<file path="src/rtl/arc_rec_pkg.sv">
package arc_rec_pkg;
    localparam int CNT_W = 32;
    localparam int NPROC = 4;
    localparam int PID_W = $clog2(NPROC);

    typedef enum logic [1:0] {
        ACC_NONE  = 2'd0,
        ACC_LOAD  = 2'd1,
        ACC_STORE = 2'd2,
        ACC_RSVD  = 2'd3
    } acc_kind_e;

    typedef struct packed {
        logic [PID_W-1:0] src;
        logic [CNT_W-1:0] src_ts;
        logic [CNT_W-1:0] dst_ts;
    } arc_rec_t;

    function automatic logic touches_memory(acc_kind_e k);
        return (k == ACC_LOAD) || (k == ACC_STORE);
    endfunction
endpackage

</file>
<file path="src/rtl/arc_icount.sv">
module arc_icount
    import arc_rec_pkg::*;
(
    input  logic             clk,
    input  logic             rst,
    input  logic             step,
    output logic [CNT_W-1:0] count,
    output logic [CNT_W-1:0] count_inc
);
    logic [CNT_W-1:0] cnt_q;

    assign count_inc = cnt_q + CNT_W'(1);
    assign count     = cnt_q;

    always_ff @(posedge clk) begin
        if (rst)       cnt_q <= '0;
        else if (step) cnt_q <= count_inc;
    end
endmodule

</file>
<file path="src/rtl/arc_stamp_table.sv">
module arc_stamp_table
    import arc_rec_pkg::*;
#(
    parameter int IDX_W = 6
) (
    input  logic             clk,
    input  logic             rst,
    input  logic             wr_en,
    input  logic [IDX_W-1:0] wr_idx,
    input  logic [CNT_W-1:0] wr_val,
    input  logic [IDX_W-1:0] rd_idx,
    output logic [CNT_W-1:0] rd_val
);
    localparam int DEPTH = 1 << IDX_W;

    logic [CNT_W-1:0] stamp_q [DEPTH];

    assign rd_val = stamp_q[rd_idx];

    always_ff @(posedge clk) begin
        if (rst) begin
            for (int i = 0; i < DEPTH; i++) stamp_q[i] <= '0;
        end else if (wr_en) begin
            stamp_q[wr_idx] <= wr_val;
        end
    end
endmodule

</file>
<file path="src/rtl/arc_source_filter.sv">
module arc_source_filter
    import arc_rec_pkg::*;
#(
    parameter int SELF_ID = 0
) (
    input  logic             clk,
    input  logic             rst,
    input  logic             probe,
    input  logic [PID_W-1:0] probe_src,
    input  logic [CNT_W-1:0] probe_ts,
    output logic             newer
);
    logic [CNT_W-1:0] seen [NPROC];
    logic             hit_self;
    logic             do_upd;

    assign hit_self = (probe_src == PID_W'(SELF_ID));
    assign newer    = probe && !hit_self && (probe_ts > seen[probe_src]);
    assign do_upd   = newer;

    for (genvar p = 0; p < NPROC; p++) begin : g_src
        if (p == SELF_ID) begin : g_self
            assign seen[p] = '0;
        end else begin : g_remote
            logic [CNT_W-1:0] seen_q;
            always_ff @(posedge clk) begin
                if (rst)
                    seen_q <= '0;
                else if (do_upd && probe_src == PID_W'(p))
                    seen_q <= probe_ts;
            end
            assign seen[p] = seen_q;
        end
    end
endmodule

</file>
<file path="src/rtl/race_arc_recorder.sv">
module race_arc_recorder
    import arc_rec_pkg::*;
#(
    parameter int SELF_ID = 0,
    parameter int IDX_W   = 6
) (
    input  logic             clk,
    input  logic             rst,
    input  logic             cmt_valid,
    input  logic [1:0]       cmt_kind,
    input  logic [IDX_W-1:0] cmt_idx,
    input  logic             req_valid,
    input  logic             req_present,
    input  logic [IDX_W-1:0] req_idx,
    output logic [CNT_W-1:0] req_ts,
    output logic [PID_W-1:0] rsp_pid,
    input  logic             rcv_valid,
    output logic             rcv_ready,
    input  logic [PID_W-1:0] rcv_src,
    input  logic [CNT_W-1:0] rcv_ts,
    output logic             log_valid,
    input  logic             log_ready,
    output logic [PID_W-1:0] log_src,
    output logic [CNT_W-1:0] log_src_ts,
    output logic [CNT_W-1:0] log_dst_ts,
    output logic [CNT_W-1:0] inst_count
);
    logic [CNT_W-1:0] cnt_now;
    logic [CNT_W-1:0] cnt_inc;
    logic [CNT_W-1:0] stamp_rd;
    logic             stamp_wr;
    logic             take;
    logic             keep;
    logic             pend_q;
    arc_rec_t         rec_q;
    acc_kind_e        kind;

    assign kind     = acc_kind_e'(cmt_kind);
    assign stamp_wr = cmt_valid && touches_memory(kind);

    arc_icount u_cnt (
        .clk       (clk),
        .rst       (rst),
        .step      (cmt_valid),
        .count     (cnt_now),
        .count_inc (cnt_inc)
    );

    arc_stamp_table #(.IDX_W(IDX_W)) u_tab (
        .clk    (clk),
        .rst    (rst),
        .wr_en  (stamp_wr),
        .wr_idx (cmt_idx),
        .wr_val (cnt_inc),
        .rd_idx (req_idx),
        .rd_val (stamp_rd)
    );

    assign req_ts  = (req_valid && req_present) ? stamp_rd : cnt_now;
    assign rsp_pid = PID_W'(SELF_ID);

    assign rcv_ready = !pend_q || log_ready;
    assign take      = rcv_valid && rcv_ready;

    arc_source_filter #(.SELF_ID(SELF_ID)) u_flt (
        .clk       (clk),
        .rst       (rst),
        .probe     (take),
        .probe_src (rcv_src),
        .probe_ts  (rcv_ts),
        .newer     (keep)
    );

    always_ff @(posedge clk) begin
        if (rst) begin
            pend_q <= 1'b0;
            rec_q  <= '0;
        end else if (keep) begin
            pend_q       <= 1'b1;
            rec_q.src    <= rcv_src;
            rec_q.src_ts <= rcv_ts;
            rec_q.dst_ts <= cnt_inc;
        end else if (log_ready) begin
            pend_q <= 1'b0;
        end
    end

    assign log_valid  = pend_q;
    assign log_src    = rec_q.src;
    assign log_src_ts = rec_q.src_ts;
    assign log_dst_ts = rec_q.dst_ts;
    assign inst_count = cnt_now;
endmodule

</file>
<file path="config.mk">
export PLATFORM = sky130hd
export DESIGN_NAME = race_arc_recorder
export DESIGN_NICKNAME = d
export VERILOG_FILES = /design/src/rtl/arc_rec_pkg.sv /design/src/rtl/arc_icount.sv /design/src/rtl/arc_stamp_table.sv /design/src/rtl/arc_source_filter.sv /design/src/rtl/race_arc_recorder.sv
export SDC_FILE = /design/constraint.sdc
export NUM_CORES = 2
export LEC_CHECK = 0
export BUFFER_PORTS_ARGS = -buffer_cell sky130_fd_sc_hd__buf_2
export CAP_MARGIN = 25
export CORE_MARGIN = 2
export CORE_UTILIZATION = 63
export CTS_CLUSTER_SIZE = 30
export DETAILED_ROUTE_END_ITERATION = 8
export GPL_TIMING_DRIVEN = 1
export MAX_ROUTING_LAYER = met4
export PLACE_DENSITY = 0.76
export RECOVER_POWER = 100
export SYNTH_ARGS = -nofsm -noshare
export SYNTH_HDL_FRONTEND = slang
export SYNTH_SLANG_ARGS = --single-unit
</file>
<file path="constraint.sdc">
create_clock -name clk -period 10.85 [get_ports clk]
set_input_delay 0.5425 -clock clk [delete_from_list [all_inputs] [get_ports clk]]
set_output_delay 0.5425 -clock clk [all_outputs]
set_load 0.01 [all_outputs]
</file>
Word-level counts from Yosys, hierarchy flattened
Memory sizes are Yosys's and may differ from the RTL's.
Index checks and enable logic that the tools add are counted.
{ "classes": {"addsub": 1, "magnitude_cmp": 2, "n_eq_ne": 5, "mux": 14, "bitwise_logic": 1, "reduce_logical": 15} }
{ "ops": {"columns": ["op", "n"], "rows": [
  ["32-bit two-way mux", 4],
  ["32-bit binary-select mux with 2-bit select", 1],
  ["32-bit by 1-bit adder with 32-bit output, second input constant", 1],
  ["32-bit > comparator", 1],
  ["32-bit OR reduction", 1],
  ["1-bit logical AND", 8],
  ["1-bit two-way mux", 8],
  ["2-bit == test, second input constant", 3],
  ["6-bit two-way mux", 1],
  ["2-bit by 1-bit == test with 1-bit output, second input constant", 2],
  ["3-bit >= comparator, second input constant", 1],
  ["2-bit NOT with 3-bit output", 1],
  ["1-bit logical NOT", 2],
  ["2-bit logical NOT", 1],
  ["1-bit logical OR", 2],
  ["2-bit nonzero test", 1]
]} }
{ "totals": {"ff_bits": 195, "ramBits": 2048, "inputBits": 55, "out_inout_bits": 134, "wordCells": 47, "memories": 1} }
{ "mem_list": {"columns": ["memory", "words", "word_bits", "read_ports", "rd_ports_with_merged_regs", "wr", "line_no", "text"], "rows": [
  ["u_tab.stamp_q", 64, 32, 1, 0, 64, "arc_stamp_table.sv:16", "logic [CNT_W-1:0] stamp_q [DEPTH];"]
]} }

Depth between registers and ports, before layout
{ "depth": {"depth_word": 8, "mapped_depth": 15} }

Modules after synthesis
A second synthesis with hierarchy kept.
{ "unflattened": {"cells_unflattened": 6876, "hier_area_um2": 102397.0} }
{ "modules_own_cells": {"columns": ["mod", "n_inst", "cells_per_inst", "area_per_inst_um2", "seq_area_each_um2"], "rows": [
  ["arc_stamp_table", 1, 5851, 92289.8, 61499.0],
  ["arc_source_filter", 1, 512, 5280.1, 1921.8],
  ["race_arc_recorder", 1, 259, 2825.2, 1341.3],
  ["arc_icount", 1, 254, 2001.9, 640.6]
]} }

Least setup slack after synthesis
OpenSTA, ideal clock, no wires.
{ "synth_path": {"path_kind": "input to register", "startpoint": "input rcv_src[0]", "endpoint": "register rec_q, in the netlist log_dst_ts[0]", "setup_ps": 121, "arrival_ps": 3690, "required_ps": 10729, "setup_slack_ps": 7038, "path_stages": 15, "path_buffers": 5, "path_cell_list": "clkbuf_1 clkbuf_1 mux2i_1 nor2_1 a21oi_1 ha_1 nor2b_4 o211ai_2 a2111oi_1 or4b_1 buf_6 a31o_1 buf_6 buf_12 mux2_4"} }
{ "synth_via": {"elab_chain_len": 6, "elab_cells_between_ends": 9} }
{ "synth_rtl": {"columns": ["element", "line_no", "text"], "rows": [
  ["start, declared", "race_arc_recorder.sv:19", "input logic [PID_W-1:0] rcv_src,"],
  ["2-bit NOT with 3-bit output (implied by the code)", "arc_source_filter.sv:18", "assign newer = probe && !hit_self && (probe_ts > seen[probe_src]);"],
  ["32-bit binary-select mux with 2-bit select", "arc_source_filter.sv:18", null],
  ["32-bit two-way mux (implied by the code) (2 in a row)", "arc_source_filter.sv:18", null],
  ["32-bit > comparator", "arc_source_filter.sv:18", null],
  ["1-bit logical AND (*)", "arc_source_filter.sv:18", null],
  ["end, declared", "race_arc_recorder.sv:35", "arc_rec_t rec_q;"]
]} }
Mark *: on every way between the ends. The rest lies on a longest branch, timed or not. The select of a mux whose other input is x is not followed.
A chain may end at the register's enable or synchronous reset.

==> metrics.cfg <==
[critical_path]
r2r_slack_ns = 3.89
cp_max_fo = 67
worst_ep_arrival_time_ns = 8.42
required_ns = 11.18
r2r_start = u_cnt.count[0]
cp-start-kind = primary input
r2r-end = u_tab.stamp_q[10][26]
worstSetupPathType = primary input to flip-flop
reg2regPathDepth = 7
cp-end-kind = flip-flop

[run]
maxCapViolCount = 134

[power]
p_leak_nw = 36.31
ir_drop_uv = 177.2
power_density_nw_per_um2 = 172.8
finalPower_mw = 18.34

[yosys]
syn_area_um2 = 97430
ys_warn_count = 0
synth_ff_type = edfxtp_1
async_flop_share = 0
syn_area_per_cell_um2 = 13.82
synth_cell_types = 64
synth_seq_area_share = 0.6713
synth-edff-count = 2048
postSynthRegisterBits = 2243
netlist_instances = 7049

[timing]
setup_tns_ns = 0
slew_headroom = -1.981
rsz0062_at_grt = no
setup_violations = 0
fmax_mhz = 123.6
min_period_ns = 8.092
finalCritPeriodShare = 0.7458
final_max_slew_viol_count = 4417
finalHoldViolCount = 0
worstMarginPinSlew_ns = 4.472
skew_ns = 0.05832

[worst_hold_path]
holdPathEnd = u_flt.g_src[1].g_remote.seen_q[6]
holdCritStartpoint = rcv_ts[6]
worst_hold_path.num_cells = 3
hold_path_class = primary input to flip-flop

[floorplan]
die_h_um = 397.3
die_area_um2 = 157800
initial_core_util = 0.6332
dieWidth_um = 397.3
coreArea_um2 = 153900
ios = 189
fp-row-count = 144

[clock_network]
cts.sinks = 2243
cts_max_level = 4
cts_made_buffers = 214
cts_tree = done
clk_path_buf_depth = 3
clock_latency_ns = 0.88
post_cts_buffers = 0
root_buffer = clkbuf_16
path_clk_slew_ns = 0.06

[cells_and_area]
stdcell_area_um2 = 106100
filler_cell_count = 10230
drive_above_1_share = 0.1352
fin_nets = 7066
area_delta_synth_final_pct = 8.948

[detailed_routing]
num_vias = 63060
drt_iter0_drc = 9559
wl_per_cell_um = 31.49
remaining_drc_errors = 0
wirelength_mm = 290.1
avgViaCountPerCell = 6.846
dr.pass1.iters = 6
ant_nets = 0

[run_status]
status = finished with violations
failed_checks = max-capacitance violations, max-slew violations

[global_routing]
grt_pass1_wl_mm = 418.6
antenna_found_initial = 9
grt_max_degree = 137
overflow = 0
grt_pass1_vias = 61580
grtUsageTotal = 0.3811

[place]
gp_congestion = 0.9334
hpwlAfterDp_mm = 167.7
placed_area_um2 = 100200
portBuffers = 186

cell families after synthesis:
logic type	synth area share
and+or+nand+nor	0.1109
DFF	0.6713
muxes	0.1484
buffers and inverters	0.03202
AOI/OAI and AO/OA	0.02846
xor gates and xnor gates	0.004585
adders and majority gates	0.004238
other	0.00003849
layer usage:
| layer | part of all wire | global-route usage | up-vias |
|---|---|---|---|
| li1 | - | - | 25380 |
| met3 | 0.16 | 0.1089 | 857 |
| met4 | 0.058 | 0.1863 | 0 |
| met5 | 0 | - | - |
| met1 | 0.33 | 0.5076 | 31180 |
| met2 | 0.45 | 0.5450 | 5636 |
layout make-up:
cell class,instances,area [um2],area share
sequential,2243,65400,0.6162
tap,2044,2557,0.02409
timing repair buffer,415,2083,0.01963
clock buffer,281,5781,0.05446
antenna,12,30.03,0.0002829
multi-input combinational,4079,29150,0.2746
clock inverter,112,1037,0.009772
inverter,25,101.3,0.0009548
cells in the mapped netlist, drive strengths merged (34+ instances only):
master  instances  area, um2
a211oi         78      595.6
a21oi          81      427.9
a22oi         128      960.9
buf           306       1535
clkbuf        397       1490
dfxtp         195       3904
edfxtp       2048      61500
mux2i         326       3263
mux4          480      10810
nand2         342       1284
nand3          88      445.4
nor2         2219       8329
o211ai         34      260.3
o22ai          45      281.5
worst max path at each step:
stage                                               endpoint  cells past startpoint  startpoint  slack, ns
after CTS                                          req_ts[2]                      9  req_idx[0]       5.27
after floorplan                                log_dst_ts[0]                     15  rcv_src[0]       7.04
after detailed placement                          req_ts[19]                      9  req_idx[0]       5.29
after global placement                            req_ts[19]                      9  req_idx[0]       5.32
final                                   u_tab.stamp_q[15][0]                      9         rst       2.76
after global routing      u_flt.g_src[1].g_remote.seen_q[23]                     13  rcv_src[0]       2.69
state kept, by name, summed over array words and instances (netlist names):
name,count
log_dst_ts,32
log_src,2
log_src_ts,32
log_valid,1
u_cnt.count,32
u_flt.g_src.g_remote.seen_q,96
u_tab.stamp_q,2048
stage by stage:
step / setup WS, ns / instances / util / hold slack [ns]
finish: 2.758 / 9211 / 0.6898 / 0.04466
global route: 2.693 / 9205 / 0.6897 / 0.05780
CTS: 5.268 / 9197 / 0.6956 / 0.003007
detailed placement: 5.291 / 8801 / 0.6511 / 0.4495
global placement: 5.318 / 8795 / 0.6502 / 0.4412
floorplan: 7.038 / 7050 / - / 0.4344
report_power, final:
part           switching (mW)  internal [mW]
Combinational           0.855          0.387
Sequential             0.0939           9.67
Clock                    3.24           4.10
worst max-delay path, stage by stage:
cell and delay, ns:
clkbuf_1 1.72, inv_8 0.74, and3_1 0.51, nand2_1 0.15, nor3_1 0.19, nand2_1 0.12
clkbuf_1 1.99, nand2_1 1.39, clkbuf_1 0.94
what timing repair did:
item | CTS | global route
endpoints found under the setup margin | 0 | 0
hold buffers | 3 | 0
endpoints found under the hold margin | 7 | 0
gates resized for setup | 0 | 0
cell usage in the layout, fill, tap and decap left out, drive strengths merged, types with 3 or more instances in the layout:
cell,n
nand2,342
dfxtp,195
or2,5
a22oi,128
clkbuf,555
nor3,10
and3,7
bufinv,15
edfxtp,2048
and2,5
ha,33
nand4,21
xnor2,22
buf,138
nor2b,33
a21oi,81
nor4,8
mux2i,326
a211oi,78
a21o,3
dlygate4sd3,3
clkinv,90
mux2,27
nor3b,3
nand2b,5
xor2,29
mux4,480
nand3,88
o21ai,23
and4,8
o211ai,34
nor2,2219
o22ai,45
inv,31
diode,12
No activity file was read; power rests on OpenSTA's default activity.
